<file path="src/rtl/usart_rx_pkg.sv">
package usart_rx_pkg;
  localparam int MIN_DATA = 5;
  localparam int MAX_DATA = 9;
  localparam int IDX_W    = 4;

  typedef enum logic [1:0] {
    SM_IDLE  = 2'd0,
    SM_START = 2'd1,
    SM_RUN   = 2'd2
  } samp_state_e;

  typedef struct packed {
    logic [MAX_DATA-1:0] data;
    logic                perr;
    logic                ferr;
  } rx_char_t;
endpackage

</file>
<file path="src/rtl/usart_rx_sync.sv">
module usart_rx_sync #(
  parameter int             W       = 2,
  parameter int             STAGES  = 2,
  parameter logic [W-1:0]   RST_VAL = '0
) (
  input  logic         clk,
  input  logic         rst_n,
  input  logic [W-1:0] d,
  output logic [W-1:0] q
);
  logic [W-1:0] stg [STAGES];

  for (genvar i = 0; i < STAGES; i++) begin : g_stage
    if (i == 0) begin : g_first
      always_ff @(posedge clk or negedge rst_n) begin
        if (!rst_n) stg[0] <= RST_VAL;
        else        stg[0] <= d;
      end
    end else begin : g_next
      always_ff @(posedge clk or negedge rst_n) begin
        if (!rst_n) stg[i] <= RST_VAL;
        else        stg[i] <= stg[i-1];
      end
    end
  end

  assign q = stg[STAGES-1];
endmodule

</file>
<file path="src/rtl/usart_rx_sampler.sv">
module usart_rx_sampler
  import usart_rx_pkg::*;
#(
  parameter int OSR = 16
) (
  input  logic clk,
  input  logic rst_n,
  input  logic sync_mode,
  input  logic tick,
  input  logic line,
  input  logic sclk,
  input  logic frame_done,
  output logic bit_valid,
  output logic bit_val,
  output logic run_o
);
  localparam int CW   = $clog2(OSR);
  localparam int HALF = OSR / 2;

  samp_state_e st_q, st_n;
  logic [CW-1:0] cnt_q, cnt_n;
  logic line_q, sclk_q;
  logic fall, sclk_rise;

  assign fall      = line_q & ~line;
  assign sclk_rise = ~sclk_q & sclk;
  assign bit_val   = line;
  assign run_o     = (st_q == SM_RUN);

  always_comb begin
    st_n      = st_q;
    cnt_n     = cnt_q;
    bit_valid = 1'b0;
    case (st_q)
      SM_IDLE: begin
        if (sync_mode) begin
          if (sclk_rise && !line) st_n = SM_RUN;
        end else if (fall) begin
          st_n  = SM_START;
          cnt_n = '0;
        end
      end
      SM_START: begin
        if (tick) begin
          if (cnt_q == CW'(HALF - 1)) begin
            st_n  = line ? SM_IDLE : SM_RUN;
            cnt_n = '0;
          end else begin
            cnt_n = cnt_q + 1'b1;
          end
        end
      end
      SM_RUN: begin
        if (sync_mode) begin
          bit_valid = sclk_rise;
        end else if (tick) begin
          if (cnt_q == CW'(OSR - 1)) begin
            bit_valid = 1'b1;
            cnt_n     = '0;
          end else begin
            cnt_n = cnt_q + 1'b1;
          end
        end
      end
      default: st_n = SM_IDLE;
    endcase
    if (frame_done) st_n = SM_IDLE;
  end

  always_ff @(posedge clk or negedge rst_n) begin
    if (!rst_n) begin
      st_q   <= SM_IDLE;
      cnt_q  <= '0;
      line_q <= 1'b1;
      sclk_q <= 1'b0;
    end else begin
      st_q   <= st_n;
      cnt_q  <= cnt_n;
      line_q <= line;
      sclk_q <= sclk;
    end
  end
endmodule

</file>
<file path="src/rtl/usart_rx_frame.sv">
module usart_rx_frame
  import usart_rx_pkg::*;
(
  input  logic     clk,
  input  logic     rst_n,
  input  logic     bit_valid,
  input  logic     bit_val,
  input  logic [2:0] dlen_code,
  input  logic     par_en,
  input  logic     par_odd,
  input  logic     two_stop,
  output logic     done,
  output rx_char_t result
);
  logic [IDX_W-1:0]    idx_q, idx_n, n_data, n_total;
  logic [MAX_DATA-1:0] data_q, data_n, data_b;
  logic acc_q, acc_n, acc_b;
  logic perr_q, perr_n, perr_b;
  logic ferr_q, ferr_n, ferr_b;
  logic in_data, in_par, first;

  always_comb begin
    if (dlen_code > 3'd4) n_data = IDX_W'(MAX_DATA);
    else                  n_data = IDX_W'(MIN_DATA) + {1'b0, dlen_code};
    n_total = n_data + {3'b0, par_en} + 4'd1 + {3'b0, two_stop};
  end

  assign first   = (idx_q == '0);
  assign in_data = (idx_q < n_data);
  assign in_par  = par_en && (idx_q == n_data);

  always_comb begin
    data_b = first ? '0 : data_q;
    acc_b  = first ? 1'b0 : acc_q;
    perr_b = first ? 1'b0 : perr_q;
    ferr_b = first ? 1'b0 : ferr_q;
    data_n = data_q;
    acc_n  = acc_q;
    perr_n = perr_q;
    ferr_n = ferr_q;
    idx_n  = idx_q;
    done   = 1'b0;
    if (bit_valid) begin
      data_n = data_b;
      acc_n  = acc_b;
      perr_n = perr_b;
      ferr_n = ferr_b;
      if (in_data) begin
        data_n[idx_q] = bit_val;
        acc_n         = acc_b ^ bit_val;
      end else if (in_par) begin
        perr_n = ((acc_b ^ bit_val) != par_odd);
      end else begin
        ferr_n = ferr_b | ~bit_val;
      end
      if (idx_q == n_total - 4'd1) begin
        done  = 1'b1;
        idx_n = '0;
      end else begin
        idx_n = idx_q + 4'd1;
      end
    end
  end

  assign result.data = data_n;
  assign result.perr = perr_n;
  assign result.ferr = ferr_n;

  always_ff @(posedge clk or negedge rst_n) begin
    if (!rst_n) begin
      idx_q  <= '0;
      data_q <= '0;
      acc_q  <= 1'b0;
      perr_q <= 1'b0;
      ferr_q <= 1'b0;
    end else if (bit_valid) begin
      idx_q  <= idx_n;
      data_q <= data_n;
      acc_q  <= acc_n;
      perr_q <= perr_n;
      ferr_q <= ferr_n;
    end
  end
endmodule

</file>
<file path="src/rtl/usart_rx.sv">
module usart_rx
  import usart_rx_pkg::*;
#(
  parameter int OSR         = 16,
  parameter int SYNC_STAGES = 2
) (
  input  logic                clk,
  input  logic                rst_n,
  input  logic                cfg_sync,
  input  logic [2:0]          cfg_dlen,
  input  logic                cfg_par_en,
  input  logic                cfg_par_odd,
  input  logic                cfg_two_stop,
  input  logic                tick16,
  input  logic                rx_line,
  input  logic                rx_sclk,
  input  logic                rd_strobe,
  input  logic                irq_en,
  output logic [MAX_DATA-1:0] rd_data,
  output logic                data_ready,
  output logic                parity_err,
  output logic                frame_err,
  output logic                overrun,
  output logic                irq
);
  logic [1:0] pins_s;
  logic bit_valid, bit_val, samp_run, frame_done;
  rx_char_t result;

  logic [MAX_DATA-1:0] data_q, data_n;
  logic perr_q, perr_n, ferr_q, ferr_n, rdy_q, rdy_n, ovr_q, ovr_n;

  usart_rx_sync #(.W(2), .STAGES(SYNC_STAGES), .RST_VAL(2'b01)) u_sync (
    .clk(clk), .rst_n(rst_n), .d({rx_sclk, rx_line}), .q(pins_s)
  );

  usart_rx_sampler #(.OSR(OSR)) u_samp (
    .clk(clk), .rst_n(rst_n), .sync_mode(cfg_sync), .tick(tick16),
    .line(pins_s[0]), .sclk(pins_s[1]), .frame_done(frame_done),
    .bit_valid(bit_valid), .bit_val(bit_val), .run_o(samp_run)
  );

  usart_rx_frame u_frame (
    .clk(clk), .rst_n(rst_n), .bit_valid(bit_valid), .bit_val(bit_val),
    .dlen_code(cfg_dlen), .par_en(cfg_par_en), .par_odd(cfg_par_odd),
    .two_stop(cfg_two_stop), .done(frame_done), .result(result)
  );

  always_comb begin
    data_n = data_q;
    perr_n = perr_q;
    ferr_n = ferr_q;
    rdy_n  = rdy_q;
    ovr_n  = ovr_q;
    if (frame_done) begin
      data_n = result.data;
      perr_n = result.perr;
      ferr_n = result.ferr;
      rdy_n  = 1'b1;
      ovr_n  = rd_strobe ? 1'b0 : (ovr_q | rdy_q);
    end else if (rd_strobe) begin
      rdy_n = 1'b0;
      ovr_n = 1'b0;
    end
  end

  always_ff @(posedge clk or negedge rst_n) begin
    if (!rst_n) begin
      data_q <= '0;
      perr_q <= 1'b0;
      ferr_q <= 1'b0;
      rdy_q  <= 1'b0;
      ovr_q  <= 1'b0;
    end else begin
      data_q <= data_n;
      perr_q <= perr_n;
      ferr_q <= ferr_n;
      rdy_q  <= rdy_n;
      ovr_q  <= ovr_n;
    end
  end

  assign rd_data    = data_q;
  assign parity_err = perr_q;
  assign frame_err  = ferr_q;
  assign data_ready = rdy_q;
  assign overrun    = ovr_q;
  assign irq        = irq_en & rdy_q;
endmodule

</file>
<file path="config.mk">
export PLATFORM = sky130hd
export DESIGN_NAME = usart_rx
export DESIGN_NICKNAME = d
export VERILOG_FILES = /design/src/rtl/usart_rx_pkg.sv /design/src/rtl/usart_rx_sync.sv /design/src/rtl/usart_rx_sampler.sv /design/src/rtl/usart_rx_frame.sv /design/src/rtl/usart_rx.sv
export SDC_FILE = /design/constraint.sdc
export NUM_CORES = 1
export LEC_CHECK = 0
export BUFFER_PORTS_ARGS = -buffer_cell sky130_fd_sc_hd__buf_2
export CAP_MARGIN = 20
export CORE_AREA = 10 10 86 88
export DETAILED_ROUTE_END_ITERATION = 16
export DIE_AREA = 0 0 96 98
export SYNTH_ARGS = -nofsm -noshare
export SYNTH_HDL_FRONTEND = slang
export SYNTH_SLANG_ARGS = --single-unit
</file>
<file path="constraint.sdc">
create_clock -name clk -period 2.9 [get_ports clk]
set_input_delay 0.29 -clock clk [delete_from_list [all_inputs] [get_ports clk]]
set_output_delay 0.29 -clock clk [all_outputs]
set_load 0.01 [all_outputs]
</file>
==> impl_metrics.ini <==
[run_status]
outcome = complete, no violations

[logic_synthesis]
post_synth_inst_count = 259
synth.top_cells.by_count = dfrtp_1 (38), nand2_1 (33), o21ai_0 (27), ha_1 (17), inv_1 (15)
synth.cell_area_um2 = 2500
synth.distinct_cells = 50
synth.area.top_cells = dfrtp_1 (38%), ha_1 (8.5%), o21ai_0 (5.4%)
synth_fp_nets = 291
synth-seq-cells = 41
ys_warnings = 0
synth-edff-count = 0
library_cell_with_the_largest_summed_area_after_synthesis = dfrtp_1
dominantRegCellSynth = dfrtp_1
synthMostInstantiatedCell = dfrtp_1
portion_of_the_post_synthesis_area_used_by_sequential_elements = 0.412
netlist.area_leader.share = 0.381
post_synth.cell_area_avg_um2 = 9.65
synth-async-reset-ratio = 1.00

[cells_and_area]
post_route_cells_drive_above_1_share = 0.215
post-route-cell-area_um2 = 2860
multi_input_area_um2 = 1340
num-fill-cells = 553
area.growth.synth_to_final_pct = 14.4
design.final.nets = 324
seq_area_um2 = 1030
antenna_cells_inserted = 0

[routing]
viasPerCell = 5.31
firstDrtPassIters = 4
post_drt_wl_per_cell_um = 14.2
wirelength_um = 5220
drtAntennaViolNets = 0
initialDrtViolationCount = 91
dr_vias = 1955
drc = 0

[critical_path]
timing.rr.end = rd_data[5]$_DFFE_PN0P_
critical_path_data_arrival_time_ns = 2.82
setup.reg_to_reg.worst_slack_ns = 0.64
critical_path_start = cfg_dlen[1]
worst_r2r_path_depth = 6
cp_max_fo = 10
regToRegStartpoint = u_frame.idx_q[1]$_DFFE_PN0P_
timing.critical_path.to_type = register
cp-endpoint = rd_data[6]$_DFFE_PN0P_
cp-start-kind = input port
kind_of_critical_path = in2reg
worst_ep_required_time_ns = 3.08

[global_route]
antenna_found_initial = 0
maximum_number_of_pins_on_one_net_before_global_route_repair = 42
global_route_wire_length_before_repair_um = 8990
grt_overflow_total = 0
grt_pass1_vias = 1933
gr-usage-all-layers = 0.116

[die]
die_w_um = 96
placementRows = 28
core_area_um2 = 5750
initial_core_util = 0.435
die_h_um = 98
floorplan.die_area_um2 = 9410
ioPinCount = 28

[sta]
timing.max_slew.rel_slack = 0.374
max_freq_mhz = 379
finalSetupViolations = 0
rsz0062_at_grt = false
worstMarginPinSlew_ns = 0.939
clock_skew_ns = 0.00649
final_cycle_share = 0.910
period_needed_ns = 2.64
slew_violations = 0
final-hold-violation-count = 0

[worst_hold_path]
min-delay-start = rx_line
hp-class = in2reg

[placement]
dpl_cell_area_um2 = 2740
gp_routability_congestion = 0.830
port_buffers = 27
place_hpwl_um = 3930

[clock_tree]
path_clk_slew_ns = 0.07
cts_buffer_depth = 2
postCtsHoldBufs = 0
number_of_cts_inserted_buffers = 5
worstSkewPairLatency_ns = 0.29
cts_post_setup_buffers_inserted = 0
htree_levels = 2
tritoncts = done
clock_sink_count = 41
cts_repair_resize_count = 0
cts-root-buf = clkbuf_8

[power]
finalPower_mw = 1.93
leakage_power_nw = 1.33
power.ir.vdd_worst_uv = 455
powerDensity_nw_per_um2 = 677

[run]
cap_violations = 0
## placed cells by master (no fill, tap or decap), types with 5 or more instances in the layout
master    netlist  routed
inv_1          15      15
mux2_4          5       5
nand2_1        33      33
a21o_1          5       5
dfrtp_1        38      38
buf_4           0      11
nand2b_1        6       6
clkbuf_8        0       6
nor2_1         11      11
a32o_1          5       5
a21oi_1        11      11
ha_1           17      17
o21ai_0        27      27
buf_2           1      27
nand3_1         6       6
## power breakdown
group / leakage, nW / internal [mW] / switching, mW
combinational: 0.736 / 0.308 / 0.399
clock: 0.0585 / 0.281 / 0.194
sequential: 0.536 / 0.659 / 0.0933
## critical path, stage by stage
cell	delay [ns]
buf_2	0.10
inv_1	0.04
ha_1	0.18
nand2b_1	0.15
nand2_1	0.09
inv_1	0.05
fa_1	0.36
inv_1	0.08
ha_1	0.18
xnor2_2	0.08
a31oi_1	0.15
mux2i_1	0.12
a2111o_1	0.44
buf_4	0.19
mux2_4	0.30
## kinds of logic after synthesis
kind of cell             count (synthesis)  share of synthesized area
adder cells (fa/ha/maj)                 18                     0.0931
XOR/XNOR                                 5                     0.0205
buffers and inverters                   27                     0.0501
multiplexers                            10                     0.0506
flip-flops                              41                      0.412
AO/OA/AOI/OAI                           76                      0.200
AND/OR/NAND/NOR                         82                      0.173
## cell type report
cell class,count,area share
Clock inverter,1,0.0105
Clock buffer,7,0.0302
Tap cell,75,0.0328
Multi-Input combinational cell,191,0.470
Sequential cell,41,0.360
Timing Repair Buffer,38,0.0762
Inverter,15,0.0197
## flip-flops by register name, indices dropped and copies added, names as in the netlist, 2 cells and up
name,flops
u_frame.idx_q,4
u_frame.data_q,9
u_samp.cnt_q,4
u_sync.q,2
u_samp.st_q,2
u_sync.stg,2
rd_data,9
## worst min-delay path by stage
stage / slack (ns) / cells after the start / end
after floorplan: -0.006 / 0 / data_ready$_DFFE_PN0P_
after global placement: 0.34 / 0 / u_sync.q[1]$_DFF_PN0_
after detailed placement: 0.35 / 0 / u_sync.q[0]$_DFF_PN1_
after CTS: 0.09 / 1 / u_sync.stg[2]$_DFF_PN1_
after global routing: 0.09 / 1 / u_sync.stg[2]$_DFF_PN1_
final: 0.10 / 1 / u_sync.stg[2]$_DFF_PN1_
## layer usage
metal  vias to the layer above  wire length (µm)  GRT usage
li1                        993                 -          -
met1                       919              2400      0.143
met2                        35              2510      0.190
met3                         8               246     0.0299
met4                         0                62     0.0363
met5                         -                 0          0
## stage by stage
stage          hold slack (ns)  setup slack (ns)  cells   util  setup TNS (ns)
6_report                 0.101             0.260    368  0.497               0
2_1_floorplan         -0.00559             0.217    259      -               0
3_5_place_dp             0.352           -0.0173    360  0.477         -0.0355
4_1_cts                 0.0915             0.262    368  0.497               0
3_3_place_gp             0.337            0.0186    360  0.477               0
5_1_grt                 0.0883            0.0580    368  0.497               0
Power figures use the tool's default switching activity.
